$ cat src/rtl/pla_pkg.sv
package pla_pkg;
    // Shape of the array
    localparam int unsigned NUM_SIGS   = 20;
    localparam int unsigned NUM_COLS   = 2 * NUM_SIGS;
    localparam int unsigned NUM_ROWS   = 64;
    localparam int unsigned GROUP_SIZE = 8;
    localparam int unsigned NUM_GROUPS = NUM_ROWS / GROUP_SIZE;
    localparam int unsigned ADDR_W     = $clog2(NUM_ROWS);
    // Position of the enable tap inside each group
    localparam int unsigned OE_POS     = 0;
endpackage

$ cat src/rtl/pla_col_drive.sv
module pla_col_drive #(
    parameter int unsigned NSIG = pla_pkg::NUM_SIGS,
    localparam int unsigned NCOL = 2 * NSIG
) (
    input  logic [NSIG-1:0] sig_i,
    output logic [NCOL-1:0] cols_o
);
    // Even column: true form; odd column: complement
    for (genvar i = 0; i < NSIG; i++) begin : g_pair
        assign cols_o[2*i]   = sig_i[i];
        assign cols_o[2*i+1] = ~sig_i[i];
    end
endmodule

$ cat src/rtl/pla_cfg_store.sv
module pla_cfg_store #(
    parameter int unsigned ROWS = pla_pkg::NUM_ROWS,
    parameter int unsigned COLS = pla_pkg::NUM_COLS,
    parameter int unsigned AW   = pla_pkg::ADDR_W
) (
    input  logic                      clk,
    input  logic                      rst_n,
    input  logic                      we_i,
    input  logic [AW-1:0]             addr_i,
    input  logic [COLS-1:0]           wdata_i,
    output logic [COLS-1:0]           rdata_o,
    output logic [ROWS-1:0][COLS-1:0] conn_o
);
    logic [ROWS-1:0][COLS-1:0] mem_q;
    logic                      addr_ok;

    assign addr_ok = (32'(addr_i) < ROWS);

    always_ff @(posedge clk or negedge rst_n) begin
        if (!rst_n) begin
            mem_q <= '0;
        end else if (we_i && addr_ok) begin
            mem_q[addr_i] <= wdata_i;
        end
    end

    assign rdata_o = addr_ok ? mem_q[addr_i] : '0;
    assign conn_o  = mem_q;


    write_lands_chk: assert property (@(posedge clk) disable iff (!rst_n)
        we_i |=> (rdata_o == $past(wdata_i)) || (addr_i != $past(addr_i)));


    no_write_hold_chk: assert property (@(posedge clk) disable iff (!rst_n)
        !we_i |=> $stable(mem_q));
endmodule

$ cat src/rtl/pla_term_row.sv
module pla_term_row #(
    parameter int unsigned COLS = pla_pkg::NUM_COLS
) (
    input  logic [COLS-1:0] conn_i,
    input  logic [COLS-1:0] cols_i,
    output logic            term_o
);
    // A connected column that is LOW pulls the term LOW.
    // No connection leaves the term HIGH.
    always_comb begin
        term_o = 1'b1;
        for (int c = 0; c < int'(COLS); c++) begin
            if (conn_i[c] && !cols_i[c]) begin
                term_o = 1'b0;
            end
        end
    end
endmodule

$ cat src/rtl/pla_group_tap.sv
module pla_group_tap #(
    parameter int unsigned ROWS   = pla_pkg::NUM_ROWS,
    parameter int unsigned GSIZE  = pla_pkg::GROUP_SIZE,
    parameter int unsigned OE_IDX = pla_pkg::OE_POS,
    localparam int unsigned NGRP  = ROWS / GSIZE
) (
    input  logic [ROWS-1:0] terms_i,
    output logic [ROWS-1:0] bus_o,
    output logic [NGRP-1:0] oe_o
);
    for (genvar g = 0; g < NGRP; g++) begin : g_grp
        // Bundle g occupies rows GSIZE*g .. GSIZE*g+GSIZE-1
        assign bus_o[g*GSIZE +: GSIZE] = terms_i[g*GSIZE +: GSIZE];
        assign oe_o[g]                 = terms_i[g*GSIZE + OE_IDX];
    end
endmodule

$ cat src/rtl/pla_and_array.sv
module pla_and_array #(
    parameter int unsigned NSIG   = pla_pkg::NUM_SIGS,
    parameter int unsigned ROWS   = pla_pkg::NUM_ROWS,
    parameter int unsigned GSIZE  = pla_pkg::GROUP_SIZE,
    parameter int unsigned OE_IDX = pla_pkg::OE_POS,
    localparam int unsigned COLS  = 2 * NSIG,
    localparam int unsigned NGRP  = ROWS / GSIZE,
    localparam int unsigned AW    = $clog2(ROWS)
) (
    input  logic            clk,
    input  logic            rst_n,
    input  logic [NSIG-1:0] sig_in,
    input  logic            cfg_we,
    input  logic [AW-1:0]   cfg_addr,
    input  logic [COLS-1:0] cfg_wdata,
    output logic [COLS-1:0] cfg_rdata,
    output logic [ROWS-1:0] term_bus,
    output logic [NGRP-1:0] oe_term
);
    logic [COLS-1:0]           cols;
    logic [ROWS-1:0][COLS-1:0] conn;
    logic [ROWS-1:0]           terms;

    pla_col_drive #(.NSIG(NSIG)) u_cols (
        .sig_i  (sig_in),
        .cols_o (cols)
    );

    pla_cfg_store #(.ROWS(ROWS), .COLS(COLS), .AW(AW)) u_store (
        .clk     (clk),
        .rst_n   (rst_n),
        .we_i    (cfg_we),
        .addr_i  (cfg_addr),
        .wdata_i (cfg_wdata),
        .rdata_o (cfg_rdata),
        .conn_o  (conn)
    );

    for (genvar r = 0; r < ROWS; r++) begin : g_row
        pla_term_row #(.COLS(COLS)) u_row (
            .conn_i (conn[r]),
            .cols_i (cols),
            .term_o (terms[r])
        );

        // Row connects both polarities of some signal
        logic contra;
        always_comb begin
            contra = 1'b0;
            for (int i = 0; i < int'(NSIG); i++) begin
                if (conn[r][2*i] && conn[r][2*i+1]) begin
                    contra = 1'b1;
                end
            end
        end


        empty_row_high_chk: assert property (@(posedge clk) disable iff (!rst_n)
            (conn[r] == '0) |-> term_bus[r]);


        both_pol_low_chk: assert property (@(posedge clk) disable iff (!rst_n)
            contra |-> !term_bus[r]);
    end

    pla_group_tap #(.ROWS(ROWS), .GSIZE(GSIZE), .OE_IDX(OE_IDX)) u_tap (
        .terms_i (terms),
        .bus_o   (term_bus),
        .oe_o    (oe_term)
    );

    for (genvar g = 0; g < NGRP; g++) begin : g_oe_chk

        oe_empty_high_chk: assert property (@(posedge clk) disable iff (!rst_n)
            (conn[g*GSIZE + OE_IDX] == '0) |-> oe_term[g]);
    end
endmodule

$ cat config.mk
export PLATFORM = sky130hd
export DESIGN_NAME = pla_and_array
export DESIGN_NICKNAME = d
export VERILOG_FILES = /design/src/rtl/pla_pkg.sv /design/src/rtl/pla_col_drive.sv /design/src/rtl/pla_cfg_store.sv /design/src/rtl/pla_term_row.sv /design/src/rtl/pla_group_tap.sv /design/src/rtl/pla_and_array.sv
export SDC_FILE = /design/constraint.sdc
export NUM_CORES = 2
export LEC_CHECK = 0
export BUFFER_PORTS_ARGS = -buffer_cell sky130_fd_sc_hd__buf_2
export CORE_MARGIN = 2
export CORE_UTILIZATION = 45
export DETAILED_ROUTE_END_ITERATION = 6
export PLACE_DENSITY_LB_ADDON = 0.1
export SYNTH_ARGS = -nofsm -noshare
export SYNTH_HDL_FRONTEND = slang
export SYNTH_SLANG_ARGS = --single-unit
export TNS_END_PERCENT = 50
$ cat constraint.sdc
create_clock -name clk -period 2.4 [get_ports clk]
set_input_delay 0.36 -clock clk [delete_from_list [all_inputs] [get_ports clk]]
set_output_delay 0.36 -clock clk [all_outputs]
set_load 0.05 [all_outputs]
==> load_flow_metrics.sql <==
INSERT INTO impl_metrics (metric_group, metric, value, unit) VALUES
('sta', 'final_period_minus_worst_setup_slack', '4.09', 'ns'),
('cts', 'cts-buffers-inserted', '304', ''),
('critical_path', 'cp_max_fo', '2', ''),
('sta', 'rsz0062_at_grt', 'yes', ''),
('critical_path', 'cp-start-kind', 'register', ''),
('critical_path', 'critPathTopFamily', 'compound AO/OA/AOI/OAI gates', ''),
('critical_path', 'critPathBufInv', '2', ''),
('critical_path', 'reg2reg_slack', '1.27', 'ns'),
('global_route', 'maximum_number_of_pins_on_one_net_before_global_route_repair', '103', ''),
('global_route', 'first_pass_grt_wire_length', '899', 'mm'),
('synth', 'yosysWarnings', '0', ''),
('global_route', 'gr-usage-all-layers', '42.9', '%'),
('detailed_routing', 'firstDrtPassIters', '7', ''),
('status', 'violated_checks', 'DRC, setup timing', ''),
('cts', 'clock_tree.buffer_depth', '4', ''),
('synth', 'syn-instance-count', '10500', ''),
('synth', 'synthDominantCellAreaShare', '48.4', '%'),
('worst_hold_path', 'min-delay-start', 'cfg_wdata[6]', ''),
('layout', 'num-nets-final', '12900', ''),
('cts', 'tritoncts_clock_tree', 'yes', ''),
('critical_path', 'cp-startpoint', 'u_store.conn_o[95]', ''),
('sta', 'final_max_slew_viol_count', '0', ''),
('floorplan', 'io-pin-count', '181', ''),
('sta', 'setup_ws', '-1.69', 'ns'),
('cts', 'insertion_delay', '0.92', 'ns'),
('placement', 'detailed_placement_wirelength_estimate', '481', 'mm'),
('floorplan', 'dieArea', '299000', 'µm²'),
('cts', 'clock-root-buffer', 'clkbuf_16', ''),
('placement', 'routabilityCongestion', '1.06', ''),
('sta', 'final.period_utilization', '171', '%'),
('cts', 'cts.clk_slew.worst_paths', '0.06', 'ns'),
('cts', 'clock_sinks', '2560', ''),
('synth', 'synth.distinct_cells', '61', ''),
('critical_path', 'cp_data_required_time', '2.04', 'ns'),
('detailed_routing', 'avgRoutedWirePerCell', '38.5', 'µm'),
('power', 'p_per_area', '769', 'nW/µm²'),
('job', 'drv.max_cap_violation_count', '0', ''),
('layout', 'number_of_flip_flops_under_the_largest_register_name', '2560', ''),
('power', 'static-leakage-power', '84.7', 'nW'),
('layout', 'drive_above_1_share', '54.3', '%'),
('synth', 'synthesis.nets', '10500', ''),
('critical_path', 'path_class', 'reg -> out', ''),
('synth', 'synth_edf_count', '0', ''),
('floorplan', 'coreArea', '293000', 'µm²'),
('floorplan', 'die_y', '546', 'µm'),
('critical_path', 'critical_path.endpoint_type', 'output pin', ''),
('detailed_routing', 'detail_route.drc_violations', '1', ''),
('detailed_routing', 'drtAntennaViolNets', '0', ''),
('synth', 'async_reset_ff_share', '100', '%'),
('sta', 'final_hold_viol_count', '0', ''),
('critical_path', 'critPathArrivalTime', '3.73', 'ns'),
('floorplan', 'die_w', '546', 'µm'),
('synth', 'synth-seq-cells', '2560', ''),
('layout', 'stdcell_count', '17000', ''),
('placement', 'placed_cells_incl_taps', '16400', ''),
('sta', 'final.hold.worst_slack', '0.0521', 'ns'),
('detailed_routing', 'num_vias', '110000', ''),
('critical_path', 'critPathSlowestCell', 'a2111oi_4', ''),
('cts', 'ctsHtreeMaxLevel', '5', ''),
('synth', 'synth.cell_area', '132000', 'µm²'),
('floorplan', 'initial_core_util', '45.1', '%'),
('synth', 'ys.flop_type', 'dfrtp_1', ''),
('sta', 'setup_viol', '131', ''),
('detailed_routing', 'detailedRoute.firstIterationViolations', '13800', ''),
('status', 'outcome', 'finished, violations left', ''),
('sta', 'max_clock_freq', '244', 'MHz'),
('worst_hold_path', 'hp_class', 'in -> reg', ''),
('power', 'finalPower', '0.137', 'W'),
('floorplan', 'number_of_placement_rows', '199', ''),
('placement', 'cell_area_reported_after_detailed_placement', '163000', 'µm²'),
('synth', 'seq_area_frac_synth', '48.4', '%');
## layer usage
layer / routed length [µm] / vias up / track usage (%)
met5: 172 / - / 0
met4: 52000 / 22 / 28.3
met1: 260000 / 57900 / 57.6
li1: - / 44400 / -
met2: 274000 / 6358 / 61.2
met3: 68200 / 1553 / 10.7
## final cells by class
type	instances	area [µm²]
fill	23700	116000
multi-input combinational	6752	67600
sequential	2560	64100
timing repair buffer	3202	30900
clock buffer	468	9200
tap	3919	4900
clock inverter	80	1010
antenna	18	45.0
inverter	4	30.0
## timing repair
item / CTS / global route
setup buffers: 36 / 37
hold buffers: 12 / 0
resized for setup: 620 / 318
endpoints found under the hold margin: 1050 / 0
setup endpoints to repair: 112 / 112
pin swaps: 201 / 153
gates cloned: 1 / 1
## layout by cell type, fill, tap and decap left out, drive strengths merged, types with 17 or more instances in the layout
master  synthesis  routed
mux2         2704    2704
diode           0      18
a211oi         27      27
nand2         146     146
o21ai         163     163
nor3           92      92
a22o           55      55
nand4         338     338
or3           102     102
clkinv          0      48
clkbuf        599     469
o221ai         22      22
a221oi        376     376
mux2i        1528    1528
bufinv          0      19
nor3b          17      17
a21oi         177     177
a22oi         343     343
buf           547    3189
dfrtp        2560    2560
o22ai         219     219
mux4           72      72
nor2          206     206
## stage by stage
stage,utilization (%),setup slack (ns),TNS [ns]
after floorplan,-,-0.264,-4.42
after global placement,55.5,-2.39,-1047.07
after detailed placement,55.5,-2.27,-1070.45
after CTS,60.1,-1.55,-112.33
after global routing,60.6,-1.61,-106.34
final,60.6,-1.69,-105.26
## path summary, 6_finish.rpt
check | end | depth (start not counted)
max in group asynchronous | u_store.conn_o[1531] | 4
min in group asynchronous | u_store.conn_o[635] | 3
worst max register to register | u_store.conn_o[1338] | 4
worst max-delay path | cfg_rdata[15] | 7
worst min register to register | u_store.conn_o[656] | 1
worst min-delay path | u_store.conn_o[2406] | 2
## cell families after synthesis
logic type | after synthesis | share of synthesized area [%]
simple gates | 978 | 3.90
compound gates | 1470 | 8.02
mux | 4304 | 35.8
buf+inv | 1150 | 3.92
flops | 2560 | 48.4
## power breakdown
group / switching [W] / total (W) / internal [W]
logic: 0.0180 / 0.0346 / 0.0166
clock network: 0.0198 / 0.0482 / 0.0284
registers: 0.00499 / 0.0539 / 0.0489
total: 0.0428 / 0.137 / 0.0940
## cells in the mapped netlist, types with 7 or more instances
cell type / n
a22oi_1: 343
buf_1: 137
a21oi_1: 177
nor4_1: 7
o22a_1: 10
or4_1: 12
nor3b_1: 17
nand2_1: 146
buf_4: 108
mux2_2: 2696
o2bb2ai_1: 12
dfrtp_1: 2560
mux2i_1: 1528
nor2b_1: 12
mux2_1: 7
o221ai_1: 22
nand3_1: 13
a22o_1: 55
a221o_1: 14
nand4_1: 338
o21ai_0: 163
and3_1: 8
nor2_1: 205
or3_1: 102
mux4_2: 72
o22ai_1: 219
nor3_1: 92
o2111ai_1: 12
o211ai_1: 12
nand3b_1: 7
a221oi_1: 375
clkbuf_1: 599
buf_2: 287
buf_6: 15
a211oi_1: 27
No activity file was read; power rests on OpenSTA's default activity.
